$ cat config.mk
export PLATFORM = sky130hd
export DESIGN_NAME = bus_cycle_seq
export DESIGN_NICKNAME = d
export VERILOG_FILES = /design/src/rtl/bcs_pkg.sv /design/src/rtl/bcs_plan.sv /design/src/rtl/bcs_ctrl.sv /design/src/rtl/bcs_rdasm.sv /design/src/rtl/bus_cycle_seq.sv
export SDC_FILE = /design/constraint.sdc
export NUM_CORES = 1
export LEC_CHECK = 0
export ABC_AREA = 1
export BUFFER_PORTS_ARGS = -buffer_cell sky130_fd_sc_hd__buf_4
export CAP_MARGIN = 20
export CORE_UTILIZATION = 35
export CTS_CLUSTER_SIZE = 16
export DETAILED_ROUTE_END_ITERATION = 8
export PLACE_DENSITY = 0.72
export SYNTH_ARGS = -nofsm -noshare
export SYNTH_HDL_FRONTEND = slang
export SYNTH_SLANG_ARGS = --single-unit
$ cat constraint.sdc
create_clock -name clk -period 3 [get_ports clk]
set_input_delay 0.6 -clock clk [delete_from_list [all_inputs] [get_ports clk]]
set_output_delay 0.6 -clock clk [all_outputs]
set_load 0.005 [all_outputs]
$ cat src/rtl/bcs_pkg.sv
package bcs_pkg;

   typedef enum logic [2:0] {
      CT_NONE  = 3'd0,
      CT_OUT8  = 3'd1,
      CT_IN16  = 3'd2,
      CT_OUT16 = 3'd3,
      CT_IN32  = 3'd4,
      CT_OUT32 = 3'd5
   } cyc_t;

   typedef struct packed {
      logic       write;
      logic [1:0] size;
      logic       lock;
      logic       block;
   } req_attr_t;

   typedef struct packed {
      cyc_t ctype;
      logic hi;
      logic rd;
   } step_t;

   localparam int MAX_STEPS = 4;
   localparam int STEP_W    = $clog2(MAX_STEPS);
   localparam int CNT_W     = STEP_W + 1;

   function automatic logic is_write_type(cyc_t t);
      return (t == CT_OUT8) || (t == CT_OUT16) || (t == CT_OUT32);
   endfunction

endpackage

$ cat src/rtl/bcs_plan.sv
module bcs_plan
   import bcs_pkg::*;
#(
   parameter bit ALLOW_BLOCK = 1'b1
) (
   input  req_attr_t                    attr,
   output logic [CNT_W-1:0]             n_steps,
   output step_t [MAX_STEPS-1:0]        steps
);

   logic eff_block;
   logic is_long;
   logic split;
   int   per;

   generate
      if (ALLOW_BLOCK) begin : g_blk
         assign eff_block = attr.block;
      end else begin : g_noblk
         assign eff_block = 1'b0;
      end
   endgenerate

   assign is_long = attr.size[1];
   assign split   = is_long & ~eff_block;
   assign per     = split ? 2 : 1;
   assign n_steps = CNT_W'(per << attr.lock);

   generate
      for (genvar k = 0; k < MAX_STEPS; k++) begin : g_step
         logic phase_wr;
         assign phase_wr = attr.lock ? (k >= per) : attr.write;
         always_comb begin
            steps[k].hi = split & (k % 2 == 1);
            steps[k].rd = ~phase_wr;
            if (phase_wr) begin
               case (attr.size)
                  2'd0:    steps[k].ctype = CT_OUT8;
                  2'd1:    steps[k].ctype = CT_OUT16;
                  default: steps[k].ctype = split ? CT_OUT16 : CT_OUT32;
               endcase
            end else begin
               steps[k].ctype = (is_long & ~split) ? CT_IN32 : CT_IN16;
            end
         end
      end
   endgenerate

endmodule

$ cat src/rtl/bcs_ctrl.sv
module bcs_ctrl
   import bcs_pkg::*;
(
   input  logic              clk,
   input  logic              rst_n,
   input  logic              accept,
   input  logic              cyc_done,
   input  logic [CNT_W-1:0]  n_steps,
   output logic              busy,
   output logic [STEP_W-1:0] step,
   output logic              last,
   output logic              done
);

   assign last = ({1'b0, step} == n_steps - CNT_W'(1));

   always_ff @(posedge clk) begin
      if (!rst_n) begin
         busy <= 1'b0;
         step <= '0;
         done <= 1'b0;
      end else begin
         done <= 1'b0;
         if (accept) begin
            busy <= 1'b1;
            step <= '0;
         end else if (busy && cyc_done) begin
            if (last) begin
               busy <= 1'b0;
               done <= 1'b1;
            end else begin
               step <= step + STEP_W'(1);
            end
         end
      end
   end

   // completion indication lasts one clock only
   a_r6_done_pulse: assert property (@(posedge clk) disable iff (!rst_n)
      done |=> !done);

   // a new request is only taken when no sequence runs
   a_r8_no_overlap: assert property (@(posedge clk) disable iff (!rst_n)
      (busy && !(cyc_done && last)) |=> busy);

endmodule

$ cat src/rtl/bcs_rdasm.sv
module bcs_rdasm
   import bcs_pkg::*;
#(
   parameter int HW = 16,
   localparam int WW = 2 * HW
) (
   input  logic          clk,
   input  logic          rst_n,
   input  logic          clear,
   input  logic          capture,
   input  cyc_t          ctype,
   input  logic          hi,
   input  logic [WW-1:0] rdata,
   output logic [WW-1:0] rd_data
);

   always_ff @(posedge clk) begin
      if (!rst_n) begin
         rd_data <= '0;
      end else if (clear) begin
         rd_data <= '0;
      end else if (capture) begin
         if (ctype == CT_IN32)
            rd_data <= rdata;
         else if (hi)
            rd_data[WW-1:HW] <= rdata[HW-1:0];
         else
            rd_data[HW-1:0] <= rdata[HW-1:0];
      end
   end

endmodule

$ cat src/rtl/bus_cycle_seq.sv
module bus_cycle_seq
   import bcs_pkg::*;
#(
   parameter int ADDR_W      = 22,
   parameter int HW          = 16,
   parameter bit ALLOW_BLOCK = 1'b1,
   localparam int WW = 2 * HW
) (
   input  logic              clk,
   input  logic              rst_n,
   input  logic              req_valid,
   output logic              req_ready,
   input  logic              req_write,
   input  logic [1:0]        req_size,
   input  logic              req_lock,
   input  logic              req_block,
   input  logic [ADDR_W-1:0] req_addr,
   input  logic [WW-1:0]     req_wdata,
   output logic              cyc_valid,
   output logic [2:0]        cyc_type,
   output logic              cyc_hi,
   output logic [ADDR_W-1:0] cyc_addr,
   output logic [WW-1:0]     cyc_wdata,
   input  logic              cyc_done,
   input  logic [WW-1:0]     cyc_rdata,
   output logic              bus_hold,
   output logic              done,
   output logic [WW-1:0]     rd_data
);

   generate
      if (HW < 8) begin : g_chk_hw
         $error("bus_cycle_seq: HW must be at least 8");
      end
      if (ADDR_W < 2) begin : g_chk_aw
         $error("bus_cycle_seq: ADDR_W must be at least 2");
      end
   endgenerate

   localparam logic [ADDR_W-1:0] HALF_OFS = ADDR_W'(HW / 8);

   req_attr_t             attr_q;
   logic [ADDR_W-1:0]     addr_q;
   logic [WW-1:0]         wdata_q;
   logic                  busy;
   logic                  last;
   logic                  accept;
   logic [STEP_W-1:0]     step;
   logic [CNT_W-1:0]      n_steps;
   step_t [MAX_STEPS-1:0] steps;
   step_t                 cur;

   assign req_ready = ~busy;
   assign accept    = req_valid & ~busy;

   always_ff @(posedge clk) begin
      if (!rst_n) begin
         attr_q  <= '0;
         addr_q  <= '0;
         wdata_q <= '0;
      end else if (accept) begin
         attr_q  <= '{write: req_write, size: req_size, lock: req_lock, block: req_block};
         addr_q  <= req_addr;
         wdata_q <= req_wdata;
      end
   end

   bcs_plan #(.ALLOW_BLOCK(ALLOW_BLOCK)) u_plan (
      .attr    (attr_q),
      .n_steps (n_steps),
      .steps   (steps)
   );

   bcs_ctrl u_ctrl (
      .clk      (clk),
      .rst_n    (rst_n),
      .accept   (accept),
      .cyc_done (cyc_done),
      .n_steps  (n_steps),
      .busy     (busy),
      .step     (step),
      .last     (last),
      .done     (done)
   );

   assign cur       = steps[step];
   assign cyc_valid = busy;
   assign cyc_type  = busy ? cur.ctype : CT_NONE;
   assign cyc_hi    = busy & cur.hi;
   assign cyc_addr  = addr_q + (cyc_hi ? HALF_OFS : '0);
   assign bus_hold  = busy & (n_steps > CNT_W'(1));

   always_comb begin
      cyc_wdata = '0;
      if (busy && is_write_type(cur.ctype)) begin
         if (cur.ctype == CT_OUT32)
            cyc_wdata = wdata_q;
         else if (cur.hi)
            cyc_wdata[HW-1:0] = wdata_q[WW-1:HW];
         else
            cyc_wdata[HW-1:0] = wdata_q[HW-1:0];
      end
   end

   bcs_rdasm #(.HW(HW)) u_rdasm (
      .clk     (clk),
      .rst_n   (rst_n),
      .clear   (accept),
      .capture (busy & cyc_done & cur.rd),
      .ctype   (cur.ctype),
      .hi      (cur.hi),
      .rdata   (cyc_rdata),
      .rd_data (rd_data)
   );

   // the end of a command is followed at once by the done pulse
   a_r6_done_after_end: assert property (@(posedge clk) disable iff (!rst_n)
      $fell(cyc_valid) |-> done);

   // the upper-half select only appears on 16-bit cycles
   a_r4_hi_is_half: assert property (@(posedge clk) disable iff (!rst_n)
      (cyc_valid && cyc_hi) |-> (cyc_type == CT_IN16 || cyc_type == CT_OUT16));

   // hold stays up and a command follows when a non-final cycle ends
   a_r5_hold_kept: assert property (@(posedge clk) disable iff (!rst_n)
      (bus_hold && cyc_done && !last) |=> (bus_hold && cyc_valid));

   // ready and an active command never coincide
   a_r8_ready_idle: assert property (@(posedge clk) disable iff (!rst_n)
      req_ready |-> !cyc_valid);

   // an active command always carries a real cycle type
   a_r1_type_known: assert property (@(posedge clk) disable iff (!rst_n)
      cyc_valid |-> (cyc_type != CT_NONE && cyc_type <= CT_OUT32));

endmodule

==> results.yml <==
outcome:
  status: "complete, no violations"
power:
  total_power_mw: 3.04
  power_density_nw_per_um2: 468
  p_leak_nw: 2.97
  peakVddDrop_mv: 0.215
grt:
  grt_remaining_overflow: 0
  grt_pass1_vias: 4524
  grt_pass1_wl_um: 23000
  grt.total_usage_pct: 22.0
  grt_max_degree: 46
  grt_antenna_before_repair: 0
finish:
  fin_area_sq_um: 6500
  num-nets-final: 954
  multiInputGateArea_sq_um: 2420
  diodes: 0
  syn2layout_area_growth_pct: 40.2
  register_area_sq_um: 1900
  fillers: 1263
  drive_above_1_share_pct: 28.4
floorplan:
  core.rowCount: 41
  die_area_sq_um: 13700
  core_area_sq_um: 12800
  start_util_pct: 36.3
  io_pins: 189
  die_w_um: 117
  die_h_um: 117
worst_hold_path:
  hp-class: "input port to flip-flop"
clocking:
  cts_tree: "done"
  cts_sinks: 95
  cts_buffers: 9
  path_clk_slew_ns: 0.07
  clk_latency_ns: 0.35
  h-tree-depth: 3
  cts_root_buf: "clkbuf_16"
  cts.path.max_buffers: 2
route:
  ant_nets: 0
  dr.pass1.iters: 6
  wl_per_cell_um: 14.1
  drt_iter0_drc: 295
  avgViaCountPerCell: 4.83
  wl_um: 14600
  remaining_drc_errors: 0
  num_vias: 4999
synthesis:
  synth_cell_types: 28
  synth_area_leaders: "dfxtp_1 (41%), nor2_1 (15%), nand2_1 (9.7%)"
  synth.most_common_cell: "nor2_1"
  synth_flop_cell: "dfxtp_1"
  synth_nets: 781
  yosys_register_bits: 95
  synth.avg_cell_area_sq_um: 6.77
  synth_warnings: 0
  synthesis.area_sq_um: 4630
  synth_area_leader_cell: "dfxtp_1"
  ys_top_cells_by_count: "nor2_1 (191), nand2_1 (120), dfxtp_1 (95)"
  synth_top_area_share_pct: 41.0
  syn_inst: 684
  synth_edf_count: 0
  ys_seq_area_share_pct: 41.0
  synthArstFlopShare_pct: 0
worst_setup_path:
  start_kind: "flip-flop"
  crit_type: "flip-flop to primary output"
  end_kind: "primary output"
  cp.arrival_ns: 2.27
  path_max_fanout: 6
  worstPathRequired_ns: 2.40
place:
  portBuffers: 188
  gp_congestion: 0.915
  place_hpwl_um: 10500
  place_area_sq_um: 6150
timing:
  slew_headroom_pct: 57.3
  fin_crit_sh_pct: 95.6
  setup_viol: 0
  finClkSkew_ns: 0.00478
  fin_crit_ns: 2.87
  final-hold-violation-count: 0
  maxSlewViolCount: 0
  whs_ns: 0.467
  max_freq_mhz: 349
  worst_pin_slew_ns: 0.639
job:
  max_cap_violations: 0
[state kept, by name, indices dropped and copies added (netlist names)]
signal and cells:
addr_q 22, attr_q 5, u_ctrl.busy 1, u_ctrl.done 1
u_ctrl.step 2, u_rdasm.rd_data 32, wdata_q 32
[placed cells by master, fill, tap and decap left out]
cell / netlist / final
o21ai_1: 4 / 4
nor2_2: 3 / 5
inv_1: 33 / 31
nor2_8: 2 / 2
clkinv_2: 0 / 3
bufinv_16: 0 / 1
nor2_4: 2 / 5
nor2_1: 191 / 186
buf_4: 6 / 199
nand2_2: 0 / 1
o31ai_1: 1 / 1
xnor2_1: 7 / 7
dfxtp_1: 95 / 93
clkinv_4: 0 / 2
a21boi_0: 3 / 3
nand2_4: 1 / 1
ha_1: 2 / 2
nand4_4: 1 / 1
nand3_1: 22 / 22
nand3_4: 3 / 3
nand2_1: 120 / 119
nor3_2: 0 / 1
nand4_1: 17 / 17
nor3_1: 12 / 11
buf_12: 0 / 1
o2111ai_1: 1 / 1
inv_2: 6 / 8
a21oi_1: 35 / 35
dfxtp_2: 0 / 2
o21ai_0: 77 / 77
inv_6: 0 / 1
xor2_1: 8 / 8
clkbuf_16: 0 / 9
[routing by layer]
metal	track usage (%)	up-vias	share of wire [%]
li1	-	2544	-
met1	29.3	2215	46
met2	33.2	212	44
met3	5.15	28	7.7
met4	11.0	0	2.7
met5	0	-	0
[stage by stage]
| step | setup TNS (ns) | std cells | setup slack [ns] | utilization (%) |
|---|---|---|---|---|
| floorplan | 0 | 684 | 0.182 | - |
| global placement | 0 | 1016 | 0.282 | 48.2 |
| detailed placement | 0 | 1016 | 0.152 | 48.2 |
| CTS | 0 | 1033 | 0.0129 | 50.7 |
| global route | -0.00610 | 1034 | -0.00319 | 50.9 |
| finish | 0 | 1034 | 0.132 | 50.9 |
[cell families (layout without fill, tap and decap cells)]
| kind of cell | after synthesis | in the layout | synth area share [%] |
|---|---|---|---|
| and+or+nand+nor | 374 | 374 | 34.8 |
| adders and majority gates | 2 | 2 | 0.540 |
| DFF | 95 | 95 | 41.0 |
| xor gates and xnor gates | 15 | 15 | 2.84 |
| AOI/OAI and AO/OA | 121 | 121 | 13.4 |
| buffers and inverters | 77 | 255 | 7.45 |
[power breakdown]
| part | switching (mW) | internal, mW | leakage [nW] |
|---|---|---|---|
| clock network | 0.521 | 0.648 | 0.150 |
| registers | 0.0641 | 1.34 | 0.781 |
| logic | 0.244 | 0.221 | 2.04 |
[cell type report]
type	instances	area share, %
Clock buffer	9	3.47
Clock inverter	7	1.10
Inverter	39	2.25
Multi-Input combinational cell	512	37.3
Sequential cell	95	29.3
Tap cell	172	3.31
Timing Repair Buffer	200	23.3
[worst max-delay path, cell delays in order, from the launching register on]
cell and delay [ns]:
dfxtp_1 0.32, inv_2 0.09, nand2_4 0.10, nor2_8 0.10, inv_2 0.05, nor2_4 0.11, ha_1 0.16, nand2_1 0.11
nor2_4 0.13, inv_1 0.10, nor3_2 0.20, nand3_1 0.12, xnor2_1 0.17, buf_4 0.13
[path summary, 6_finish.rpt]
path / cells after the start / slack [ns] / start / to
max: 13 / 0.13 / attr_q[0] / cyc_addr[15]
min: 3 / 0.47 / req_wdata[20] / wdata_q[20]
max reg2reg: 8 / 0.98 / attr_q[1] / u_rdasm.rd_data[22]
min reg2reg: 2 / 0.47 / wdata_q[24] / wdata_q[24]
[repair_timing]
item	4_1_cts	5_1_grt
gates resized for setup	5	7
setup buffers	1	1
pin swaps	1	2
endpoints found under the setup margin	10	7
hold buffers	0	0
Power figures use the tool's default switching activity.
